==> src/rtl/divs_pkg.sv <==
package divs_pkg;

  typedef enum logic [1:0] {
    FORM_HALF  = 2'd0,
    FORM_LONG  = 2'd1,
    FORM_LONGR = 2'd2,
    FORM_DBL   = 2'd3
  } divs_form_e;

  typedef enum logic [1:0] {
    ST_IDLE = 2'd0,
    ST_RUN  = 2'd1,
    ST_FIN  = 2'd2
  } divs_state_e;

endpackage

==> src/rtl/divs_prep.sv <==
// Operand selection, magnitude conversion and early overflow / zero detection.
module divs_prep
  import divs_pkg::*;
#(
  parameter int DW = 32
) (
  input  divs_form_e       form,
  input  logic [DW-1:0]    dvd_hi,
  input  logic [DW-1:0]    dvd_lo,
  input  logic [DW-1:0]    dvs,
  output logic             a_neg,
  output logic             q_neg,
  output logic [DW-1:0]    p0,
  output logic [DW-1:0]    s0,
  output logic [DW-1:0]    b_mag,
  output logic             div_zero,
  output logic             early_ovf
);
  localparam int H  = DW / 2;
  localparam int AW = 2 * DW;

  logic [AW-1:0] dsx;
  logic [AW-1:0] a_mag;
  logic [DW-1:0] bsx;

  always_comb begin
    dsx = {{DW{dvd_lo[DW-1]}}, dvd_lo};
    bsx = dvs;
    case (form)
      FORM_HALF: bsx = {{(DW-H){dvs[H-1]}}, dvs[H-1:0]};
      FORM_DBL:  dsx = {dvd_hi, dvd_lo};
      default: ;
    endcase
    a_neg = dsx[AW-1];
    q_neg = dsx[AW-1] ^ bsx[DW-1];
    a_mag = dsx[AW-1] ? -dsx : dsx;
    b_mag = bsx[DW-1] ? -bsx : bsx;
    if (form == FORM_HALF) begin
      // quotient has H bits: partial remainder starts with a_mag >> H
      p0 = a_mag[DW+H-1:H];
      s0 = {a_mag[H-1:0], {(DW-H){1'b0}}};
    end else begin
      p0 = a_mag[AW-1:DW];
      s0 = a_mag[DW-1:0];
    end
    div_zero  = (b_mag == '0);
    early_ovf = (p0 >= b_mag);
  end

endmodule

==> src/rtl/divs_core.sv <==
// Sequencer and restoring shift-subtract datapath, one quotient bit per clock.
module divs_core
  import divs_pkg::*;
#(
  parameter int DW = 32
) (
  input  logic             clk,
  input  logic             rst_n,
  input  logic             start,
  input  divs_form_e       form_in,
  input  logic             a_neg_in,
  input  logic             q_neg_in,
  input  logic             zero_in,
  input  logic             eovf_in,
  input  logic             x_in,
  input  logic [DW-1:0]    p0,
  input  logic [DW-1:0]    s0,
  input  logic [DW-1:0]    b_in,
  output logic             busy,
  output logic             done,
  output divs_form_e       form_q,
  output logic             a_neg_q,
  output logic             q_neg_q,
  output logic             zero_q,
  output logic             eovf_q,
  output logic             x_q,
  output logic [DW-1:0]    p_q,
  output logic [DW-1:0]    s_q
);
  localparam int H  = DW / 2;
  localparam int CW = $clog2(DW + 1);

  divs_state_e   st_q, st_d;
  logic [CW-1:0] cnt_q, cnt_d;
  logic [DW-1:0] b_q;
  logic [DW-1:0] p_d, s_d;
  logic [DW:0]   trial;
  logic          ge;
  logic          ld_en, step_en;

  // next-state and datapath step
  always_comb begin
    trial   = {p_q, s_q[DW-1]};
    ge      = (trial >= {1'b0, b_q});
    st_d    = st_q;
    cnt_d   = cnt_q;
    p_d     = p_q;
    s_d     = s_q;
    ld_en   = 1'b0;
    step_en = 1'b0;
    case (st_q)
      ST_IDLE: begin
        if (start) begin
          ld_en = 1'b1;
          p_d   = p0;
          s_d   = s0;
          cnt_d = (form_in == FORM_HALF) ? CW'(H) : CW'(DW);
          st_d  = (zero_in || eovf_in) ? ST_FIN : ST_RUN;
        end
      end
      ST_RUN: begin
        step_en = 1'b1;
        p_d     = ge ? DW'(trial - {1'b0, b_q}) : trial[DW-1:0];
        s_d     = {s_q[DW-2:0], ge};
        cnt_d   = cnt_q - 1'b1;
        if (cnt_q == CW'(1)) st_d = ST_FIN;
      end
      ST_FIN:  st_d = ST_IDLE;
      default: st_d = ST_IDLE;
    endcase
  end

  always_ff @(posedge clk or negedge rst_n) begin
    if (!rst_n) begin
      st_q  <= ST_IDLE;
      cnt_q <= '0;
    end else begin
      st_q <= st_d;
      if (ld_en || step_en) cnt_q <= cnt_d;
    end
  end

  always_ff @(posedge clk) begin
    if (ld_en) begin
      form_q  <= form_in;
      a_neg_q <= a_neg_in;
      q_neg_q <= q_neg_in;
      zero_q  <= zero_in;
      eovf_q  <= eovf_in;
      x_q     <= x_in;
      b_q     <= b_in;
    end
    if (ld_en || step_en) begin
      p_q <= p_d;
      s_q <= s_d;
    end
  end

  assign busy = (st_q != ST_IDLE);
  assign done = (st_q == ST_FIN);

  assert_done_pulse_R9: assert property (@(posedge clk) disable iff (!rst_n)
    done |=> !done);
  assert_busy_hold_R9: assert property (@(posedge clk) disable iff (!rst_n)
    (st_q == ST_RUN) |=> ($stable(form_q) && $stable(x_q) && $stable(b_q)));
  assert_short_path_R8: assert property (@(posedge clk) disable iff (!rst_n)
    (st_q == ST_IDLE && start && (zero_in || eovf_in)) |=> done);
  assert_count_down_R8: assert property (@(posedge clk) disable iff (!rst_n)
    (st_q == ST_RUN && cnt_q != CW'(1)) |=> (st_q == ST_RUN && cnt_q == $past(cnt_q) - 1'b1));
  assert_rem_below_divisor_R8: assert property (@(posedge clk) disable iff (!rst_n)
    (st_q == ST_RUN) |-> (p_q < b_q));

endmodule

==> src/rtl/divs_fix.sv <==
// Sign correction, late overflow bound, result packing and flag generation.
module divs_fix
  import divs_pkg::*;
#(
  parameter int DW = 32
) (
  input  logic             done,
  input  divs_form_e       form,
  input  logic             a_neg,
  input  logic             q_neg,
  input  logic             zero,
  input  logic             eovf,
  input  logic             x,
  input  logic [DW-1:0]    p,
  input  logic [DW-1:0]    s,
  output logic [DW-1:0]    result_q,
  output logic [DW-1:0]    result_r,
  output logic             wr_q,
  output logic             wr_r,
  output logic             flag_x,
  output logic             flag_n,
  output logic             flag_z,
  output logic             flag_v,
  output logic             flag_c,
  output logic             trap_zero
);
  localparam int H = DW / 2;

  logic          half;
  logic [DW-1:0] qmag, lim, qs, rs;
  logic          ovf, qsign, good;

  always_comb begin
    half  = (form == FORM_HALF);
    qmag  = half ? {{(DW-H){1'b0}}, s[H-1:0]} : s;
    lim   = half ? (DW'(1) << (H - 1)) : (DW'(1) << (DW - 1));
    // magnitude limit: negative quotients reach one further than positive
    ovf   = eovf || (q_neg ? (qmag > lim) : (qmag >= lim));
    qs    = q_neg ? -qmag : qmag;
    rs    = a_neg ? -p : p;
    qsign = half ? qs[H-1] : qs[DW-1];
    good  = done && !zero && !ovf;

    result_q  = half ? {rs[DW-H-1:0], qs[H-1:0]} : qs;
    result_r  = rs;
    wr_q      = good;
    wr_r      = good && (form == FORM_LONGR || form == FORM_DBL);
    flag_n    = good && qsign;
    flag_z    = good && (qmag == '0);
    flag_v    = done && !zero && ovf;
    flag_c    = 1'b0;
    flag_x    = x;
    trap_zero = done && zero;
  end

endmodule

==> src/rtl/divs_unit.sv <==
module divs_unit
  import divs_pkg::*;
#(
  parameter int DW = 32
) (
  input  logic          clk,
  input  logic          rst_n,
  input  logic          start,
  input  logic [1:0]    form,
  input  logic [DW-1:0] dvd_hi,
  input  logic [DW-1:0] dvd_lo,
  input  logic [DW-1:0] dvs,
  input  logic          x_in,
  output logic          busy,
  output logic          done,
  output logic [DW-1:0] result_q,
  output logic [DW-1:0] result_r,
  output logic          wr_q,
  output logic          wr_r,
  output logic          flag_x,
  output logic          flag_n,
  output logic          flag_z,
  output logic          flag_v,
  output logic          flag_c,
  output logic          trap_zero
);
  logic          rst_m_q, rst_s_q;
  divs_form_e    form_e, form_q;
  logic          a_neg, q_neg, div_zero, early_ovf;
  logic [DW-1:0] p0, s0, b_mag;
  logic          a_neg_q, q_neg_q, zero_q, eovf_q, x_q;
  logic [DW-1:0] p_q, s_q;

  // reset asserts asynchronously, releases on the clock
  always_ff @(posedge clk or negedge rst_n) begin
    if (!rst_n) begin
      rst_m_q <= 1'b0;
      rst_s_q <= 1'b0;
    end else begin
      rst_m_q <= 1'b1;
      rst_s_q <= rst_m_q;
    end
  end

  assign form_e = divs_form_e'(form);

  divs_prep #(.DW(DW)) u_prep (
    .form(form_e), .dvd_hi(dvd_hi), .dvd_lo(dvd_lo), .dvs(dvs),
    .a_neg(a_neg), .q_neg(q_neg), .p0(p0), .s0(s0), .b_mag(b_mag),
    .div_zero(div_zero), .early_ovf(early_ovf)
  );

  divs_core #(.DW(DW)) u_core (
    .clk(clk), .rst_n(rst_s_q), .start(start), .form_in(form_e),
    .a_neg_in(a_neg), .q_neg_in(q_neg), .zero_in(div_zero), .eovf_in(early_ovf),
    .x_in(x_in), .p0(p0), .s0(s0), .b_in(b_mag),
    .busy(busy), .done(done), .form_q(form_q), .a_neg_q(a_neg_q), .q_neg_q(q_neg_q),
    .zero_q(zero_q), .eovf_q(eovf_q), .x_q(x_q), .p_q(p_q), .s_q(s_q)
  );

  divs_fix #(.DW(DW)) u_fix (
    .done(done), .form(form_q), .a_neg(a_neg_q), .q_neg(q_neg_q),
    .zero(zero_q), .eovf(eovf_q), .x(x_q), .p(p_q), .s(s_q),
    .result_q(result_q), .result_r(result_r), .wr_q(wr_q), .wr_r(wr_r),
    .flag_x(flag_x), .flag_n(flag_n), .flag_z(flag_z), .flag_v(flag_v),
    .flag_c(flag_c), .trap_zero(trap_zero)
  );

  assert_no_write_on_zero_R5: assert property (@(posedge clk) disable iff (!rst_s_q)
    trap_zero |-> (!wr_q && !wr_r && !flag_v && !flag_n && !flag_z));
  assert_no_write_on_ovf_R6: assert property (@(posedge clk) disable iff (!rst_s_q)
    flag_v |-> (!wr_q && !wr_r && !flag_n && !flag_z));
  assert_flag_excl_R7: assert property (@(posedge clk) disable iff (!rst_s_q)
    flag_z |-> !flag_n);
  assert_rem_needs_quot_R3: assert property (@(posedge clk) disable iff (!rst_s_q)
    wr_r |-> wr_q);
  assert_quiet_idle_R9: assert property (@(posedge clk) disable iff (!rst_s_q)
    !done |-> (!wr_q && !wr_r && !trap_zero && !flag_v && !flag_n && !flag_z));

endmodule

==> config.mk <==
export PLATFORM = sky130hd
export DESIGN_NAME = divs_unit
export DESIGN_NICKNAME = d
export VERILOG_FILES = /design/src/rtl/divs_pkg.sv /design/src/rtl/divs_prep.sv /design/src/rtl/divs_core.sv /design/src/rtl/divs_fix.sv /design/src/rtl/divs_unit.sv
export SDC_FILE = /design/constraint.sdc
export NUM_CORES = 1
export LEC_CHECK = 0
export BUFFER_PORTS_ARGS = -buffer_cell sky130_fd_sc_hd__buf_4
export CAP_MARGIN = 20
export CORE_MARGIN = 3
export CORE_UTILIZATION = 45
export CTS_CLUSTER_SIZE = 40
export DETAILED_ROUTE_END_ITERATION = 8
export PLACE_DENSITY = 0.65
export SYNTH_ARGS = -nofsm -noshare
export SYNTH_HDL_FRONTEND = slang
export SYNTH_SLANG_ARGS = --single-unit
==> constraint.sdc <==
create_clock -name clk -period 4.6 [get_ports clk]
set_input_delay 0.46 -clock clk [delete_from_list [all_inputs] [get_ports clk]]
set_output_delay 0.46 -clock clk [all_outputs]
set_load 0.01 [all_outputs]
=== Word-level counts from Yosys, hierarchy flattened ===
Cells that the tools add are included.

* Bits in registers: 113
* Output and inout bits: 74
* Logic and storage cells: 82

* $add $sub $neg: 6
* $lt $le $gt $ge: 4
* Equality and inequality tests: 8
* Mux-type cells: 28
* Bitwise gates (word level): 1
* Reduce and logical (&&, ||, !) cells: 22

{| class="wikitable"
|+ Operators with widths
! operator !! number
|-
| 32-bit two-way mux || 12
|-
| 64-bit two-way mux || 2
|-
| 32-bit one-hot mux with 2 select lines || 2
|-
| 32-bit negator || 3
|-
| 32-bit greater-or-equal comparator || 2
|-
| 32-bit logical NOT || 2
|-
| 64-bit negator || 1
|-
| 33-bit by 32-bit greater-or-equal comparator with 1-bit output || 1
|-
| 32-bit greater-than comparator || 1
|-
| 32-bit subtractor || 1
|-
| 6-bit two-way mux || 2
|-
| 6-bit one-hot mux with 2 select lines || 1
|-
| 2-bit == test (second input constant) || 4
|-
| 1-bit logical AND || 7
|-
| 6-bit by 1-bit == test with 1-bit output (second input constant) || 1
|-
| 2-bit logical NOT || 3
|-
| 2-bit two-way mux || 3
|-
| 6-bit by 1-bit subtractor with 6-bit output (second input constant) || 1
|-
| 1-bit two-way mux || 5
|-
| 1-bit logical OR || 4
|-
| 2-bit one-hot mux with 2 select lines || 1
|-
| 2-bit nonzero test || 2
|-
| 3-bit AND reduction || 1
|-
| 2-bit by 1-bit == test with 1-bit output (second input constant) || 1
|-
| other kinds (5) || 6
|}

=== Longest topological paths before layout ===
* Depth in word-level cells: 10
* Gate-level depth with buffers: 19
* Gate-level depth less buffers: 18

=== Modules after synthesis ===
A second synthesis with hierarchy kept.

* Cell total of the unflattened synthesis: 1503
* Area, all modules: 12214.2 um2

{| class="wikitable"
|+ Modules (own cells, without submodules)
! module !! times used !! cells each !! area each (um2) !! seq. area each (um2)
|-
| divs_core || 1 || 636 || 6408.6 || 3293.2
|-
| divs_prep || 1 || 601 || 3935.0 || 0.0
|-
| divs_fix || 1 || 263 || 1816.7 || 0.0
|-
| divs_unit || 1 || 3 || 53.8 || 50.0
|}

=== Worst setup path before layout ===
No wires, ideal clock.

* Kind: input to register
* From: input port dvd_lo[29]
* To: register u_core.st_q[0]
* Data arrival time: 4606 ps
* Required time: 4490 ps
* Slack: -117 ps
* Stages on the path: 15
* Path through: or4_1 or3_4 or3_1 or3_4 o21a_1 xnor2_1 o22ai_1 ha_1 or2_2 a221o_1 and3_1 or4_1 a221oi_1 inv_1 o41ai_1

* Longest elaborated chain between the ends: 9

{| class="wikitable"
|+ RTL lines
! what !! RTL line !! RTL
|-
| start, declared || divs_unit.sv:11 || <nowiki>input logic [DW-1:0] dvd_lo,</nowiki>
|-
| 64-bit two-way mux * || divs_prep.sv:29 || <nowiki>case (form)</nowiki>
|-
| 64-bit negator || divs_prep.sv:36 || <nowiki>a_mag = dsx[AW-1] ? -dsx : dsx;</nowiki>
|-
| 64-bit two-way mux * || divs_prep.sv:36 ||
|-
| 32-bit two-way mux * || divs_prep.sv:38 || <nowiki>if (form == FORM_HALF) begin</nowiki>
|-
| 32-bit greater-or-equal comparator * || divs_prep.sv:47 || <nowiki>early_ovf = (p0 >= b_mag);</nowiki>
|-
| net early_ovf || divs_unit.sv:29 || <nowiki>logic a_neg, q_neg, div_zero, early_ovf;</nowiki>
|-
| 1-bit logical OR * || divs_core.sv:58 || <nowiki>st_d = (zero_in || eovf_in) ? ST_FIN : ST_RUN;</nowiki>
|-
| 2-bit two-way mux * || divs_core.sv:58 ||
|-
| 2-bit two-way mux * || divs_core.sv:53 || <nowiki>if (start) begin</nowiki>
|-
| 2-bit one-hot mux with 2 select lines * || divs_core.sv:51 || <nowiki>case (st_q)</nowiki>
|-
| end signal, assigned || divs_core.sv:78 || <nowiki>st_q <= st_d;</nowiki>
|-
| end, declared || divs_core.sv:33 || <nowiki>divs_state_e st_q, st_d;</nowiki>
|}

The timed path passes the listed nets; every way through them passes the cells marked *. The select of a mux whose other input is x is not followed.
A chain may end at the register's enable or synchronous reset.

=== Final worst setup path ===
Same ends and word-level chain as after synthesis.

==> impl_metrics.csv <==
group,metric,value,unit
run_status,status,"finished, final reports clean",
die,rows,59,
routing,wl_met2,18700,um
logic_synthesis,synth_nets,1651,
clock_tree,root_buffer,"clkbuf_16",
layout,area_delta_synth_final,28.2,%
clock_tree,htreeDepth,4,
setup_path,start_kind,"input port",
die,core_area,26200,um2
sta,hold_ws,0.136,ns
sta,drv_slew,0,
setup_path,reg2reg_to,"u_core.p_q[4]",
die,die_x,170,um
logic_synthesis,ys_top_cells_by_count,"131 x nand2_1, 123 x nor2_1, 117 x o21ai_0",
setup_path,r2r_cells,10,
flow_run,cap_viol_max_count,0,
routing,wl_met1,19600,um
routing,ant_nets,0,
layout,nets,1942,
clock_tree,cts_sinks,113,
sta,tightestPinTransition,0.645,ns
placement,dp_hpwl,34500,um
die,start_util,46.1,%
routing,drt_iter0_drc,1253,
setup_path,rr_startpoint,"u_core.p_q[11]",
setup_path,worstPathArrival,4.79,ns
sta,worst_slack,0.125,ns
layout,antenna_cells,0,
logic_synthesis,ys_warn_count,0,
worst_hold_path,hp-class,"flop to asynchronous set/reset pin",
setup_path,r2r_setup_slack,0.70,ns
routing,via_per_inst,6.01,
setup_path,crit_fanout,3,
clock_tree,cts_tree,"done",
logic_synthesis,synth-seq-cells,113,
logic_synthesis,yosysTopAreaCellShare,25.6,%
logic_synthesis,synthTopCellsByArea,"edfxtp_1 26%, ha_1 7.4%, xnor2_1 6.9%",
logic_synthesis,synth_top_area_cell,"edfxtp_1",
logic_synthesis,postSynthAreaPerCell,8.17,um2
routing,drtPass1Iterations,5,
grt,grt_pass1_wl,64800,um
routing,dr_wl_met3,3880,um
sta,fin_skew,0.0188,ns
routing,wl_per_cell,20.3,um
clock_tree,clock_path_buffers,2,
logic_synthesis,synth_area,12100,um2
placement,dp_slack,-0.353,ns
setup_path,startpoint,"dvd_lo[29]",
die,die_area,28800,um2
grt,antenna_found_initial,0,
logic_synthesis,synth_edf_count,103,
placement,gp_congestion,1.04,
logic_synthesis,synth.most_common_cell,"nand2_1",
layout,fin_util,59.0,%
sta,setup_violations,0,
sta,finalCriticalPeriod,4.48,ns
die,ios,176,
routing,num_vias,12721,
logic_synthesis,yosysUniqueCellTypes,84,
sta,hold_viol,0,
logic_synthesis,synth-async-reset-ratio,8.85,%
logic_synthesis,ys_seq_area_share,27.7,%
placement,io_buffers,174,
pwr,p_per_area,582,nW/um2
pwr,leakage,0.00653,uW
setup_path,crit_type,"input port to flop",
routing,wirelength,42900,um
grt,track_usage,28.7,%
setup_path,worstPathRequired,4.92,ns
pwr,totalPowerFinal,9010,uW
grt,grt_overflow_total,0,
logic_synthesis,synthFlopType,"edfxtp_1",
die,chipHeight,170,um
sta,post-route-period-util,97.3,%
pwr,ir_worst_vdd,0.264,mV
clock_tree,insertion_delay,0.43,ns
clock_tree,clk_pin_slew,0.06,ns
setup_path,cp-end-kind,"flop",
layout,drive_above_1_share,25.0,%
routing,drc,0,
grt,grt_start_max_net_pins,56,
sta,rsz0062_at_grt,"yes",
routing,top_layer,"met4",
sta,clock.fmax,0.223,GHz
logic_synthesis,syn-instance-count,1477,
sta,fin_setup_tns,0,ns
sta,relSlewSlack,56.5,%
grt,grt_pass1_vias,11741,
clock_tree,cts_buffers,17,
==> report_power, final <==
| group | switching [uW] | leakage [uW] | internal (uW) | total, uW |
|---|---|---|---|---|
| sequential | 520 | 0.00115 | 1760 | 2280 |
| combinational | 2990 | 0.00510 | 2390 | 5380 |
| clock | 574 | 0.000284 | 771 | 1340 |
| total | 4080 | 0.00653 | 4930 | 9010 |
==> per-stage QoR <==
step / instance area, um2 / std cells
floorplan: 12100 / 1477
global placement: 14800 / 2080
detailed placement: 14800 / 2080
CTS: 15400 / 2113
global route: 15500 / 2116
finish: 15500 / 2116
==> state kept, by name (all words and copies together), names as in the netlist <==
register / count
u_core.zero_q: 1
u_core.form_q: 2
u_core.p_q: 32
u_core.s_q: 32
u_core.cnt_q: 6
u_core.b_q: 32
rst_s_q: 1
u_core.eovf_q: 1
u_core.a_neg_q: 1
u_core.st_q: 2
u_core.q_neg_q: 1
u_core.x_q: 1
rst_m_q: 1
==> placed cells by master, fill, tap and decap left out, types with 7 or more instances in the layout <==
cell type,netlist,final
nand2_1,131,131
buf_4,3,335
o31ai_1,34,34
dfrtp_1,10,10
nor2_1,123,122
or3_1,23,22
nand3_1,27,27
nor3_1,44,44
edfxtp_1,103,103
o211ai_1,11,11
or2_2,14,13
nor4_1,22,21
a21oi_1,91,89
xnor2_1,95,95
clkbuf_16,0,17
or4_1,13,11
o41ai_1,18,17
mux2i_1,19,19
a31oi_1,18,17
ha_1,71,71
o21ai_0,117,114
or3_4,6,7
and3_1,11,10
mux2_2,21,21
xor2_1,68,68
a22o_1,7,7
o31a_1,7,7
a21o_1,17,17
a211oi_1,7,7
nand3b_1,9,9
o22ai_1,14,14
inv_1,91,89
nand4_1,15,15
and2_1,10,10
nand2b_1,24,23
inv_6,0,8
==> cells by family (layout without fill, tap and decap cells) <==
logic type | Yosys count | after routing | share of synthesized area, %
and+or+nand+nor | 513 | 513 | 22.0
AOI/OAI and AO/OA | 413 | 413 | 22.2
xor gates and xnor gates | 163 | 163 | 11.8
buffers and inverters | 161 | 465 | 5.16
DFF | 113 | 113 | 27.7
adders and majority gates | 72 | 72 | 7.53
muxes | 40 | 40 | 3.54
other | 2 | 2 | 0.0622
==> how the worst max path moves through the flow <==
stage               slack [ns]              to  depth (start not counted)
floorplan                 0.07  u_core.st_q[0]                         15
global placement         -0.27  u_core.st_q[0]                         17
detailed placement       -0.35  u_core.st_q[0]                         17
CTS                       0.08  u_core.st_q[0]                         17
global route             -0.07  u_core.st_q[0]                         19
finish                    0.12  u_core.st_q[0]                         19
==> final cells by class <==
type | count | area (um2)
fill | 2403 | 10700
tap | 335 | 419
sequential | 113 | 3340
clock inverter | 15 | 160
multi-input combinational | 1203 | 8200
clock buffer | 17 | 425
inverter | 95 | 358
timing repair buffer | 338 | 2570
==> critical path, stage by stage <==
cell	delay [ns]
buf_4	0.12
or4_4	0.53
or3_4	0.39
or3_4	0.34
or3_4	0.39
buf_4	0.15
o21ai_2	0.13
xor2_1	0.19
nor2_1	0.06
ha_1	0.20
a21oi_2	0.13
a2bb2oi_2	0.13
a21oi_1	0.07
o31a_1	0.24
or4_4	0.53
a221oi_2	0.28
buf_4	0.18
inv_2	0.04
o41ai_2	0.22
==> repair_timing <==
action	in CTS	in global routing
resized for setup	0	15
hold endpoints to repair	2	0
setup endpoints to repair	0	3
setup buffers	0	2
hold buffers	1	0
==> layer usage <==
metal | GRT usage [%] | vias up
li1 | - | 6039
met1 | 42.6 | 6016
met2 | 42.8 | 620
met3 | 5.66 | 46
met4 | 7.18 | 0
met5 | 0 | -
(Power assumes the default switching activity.)
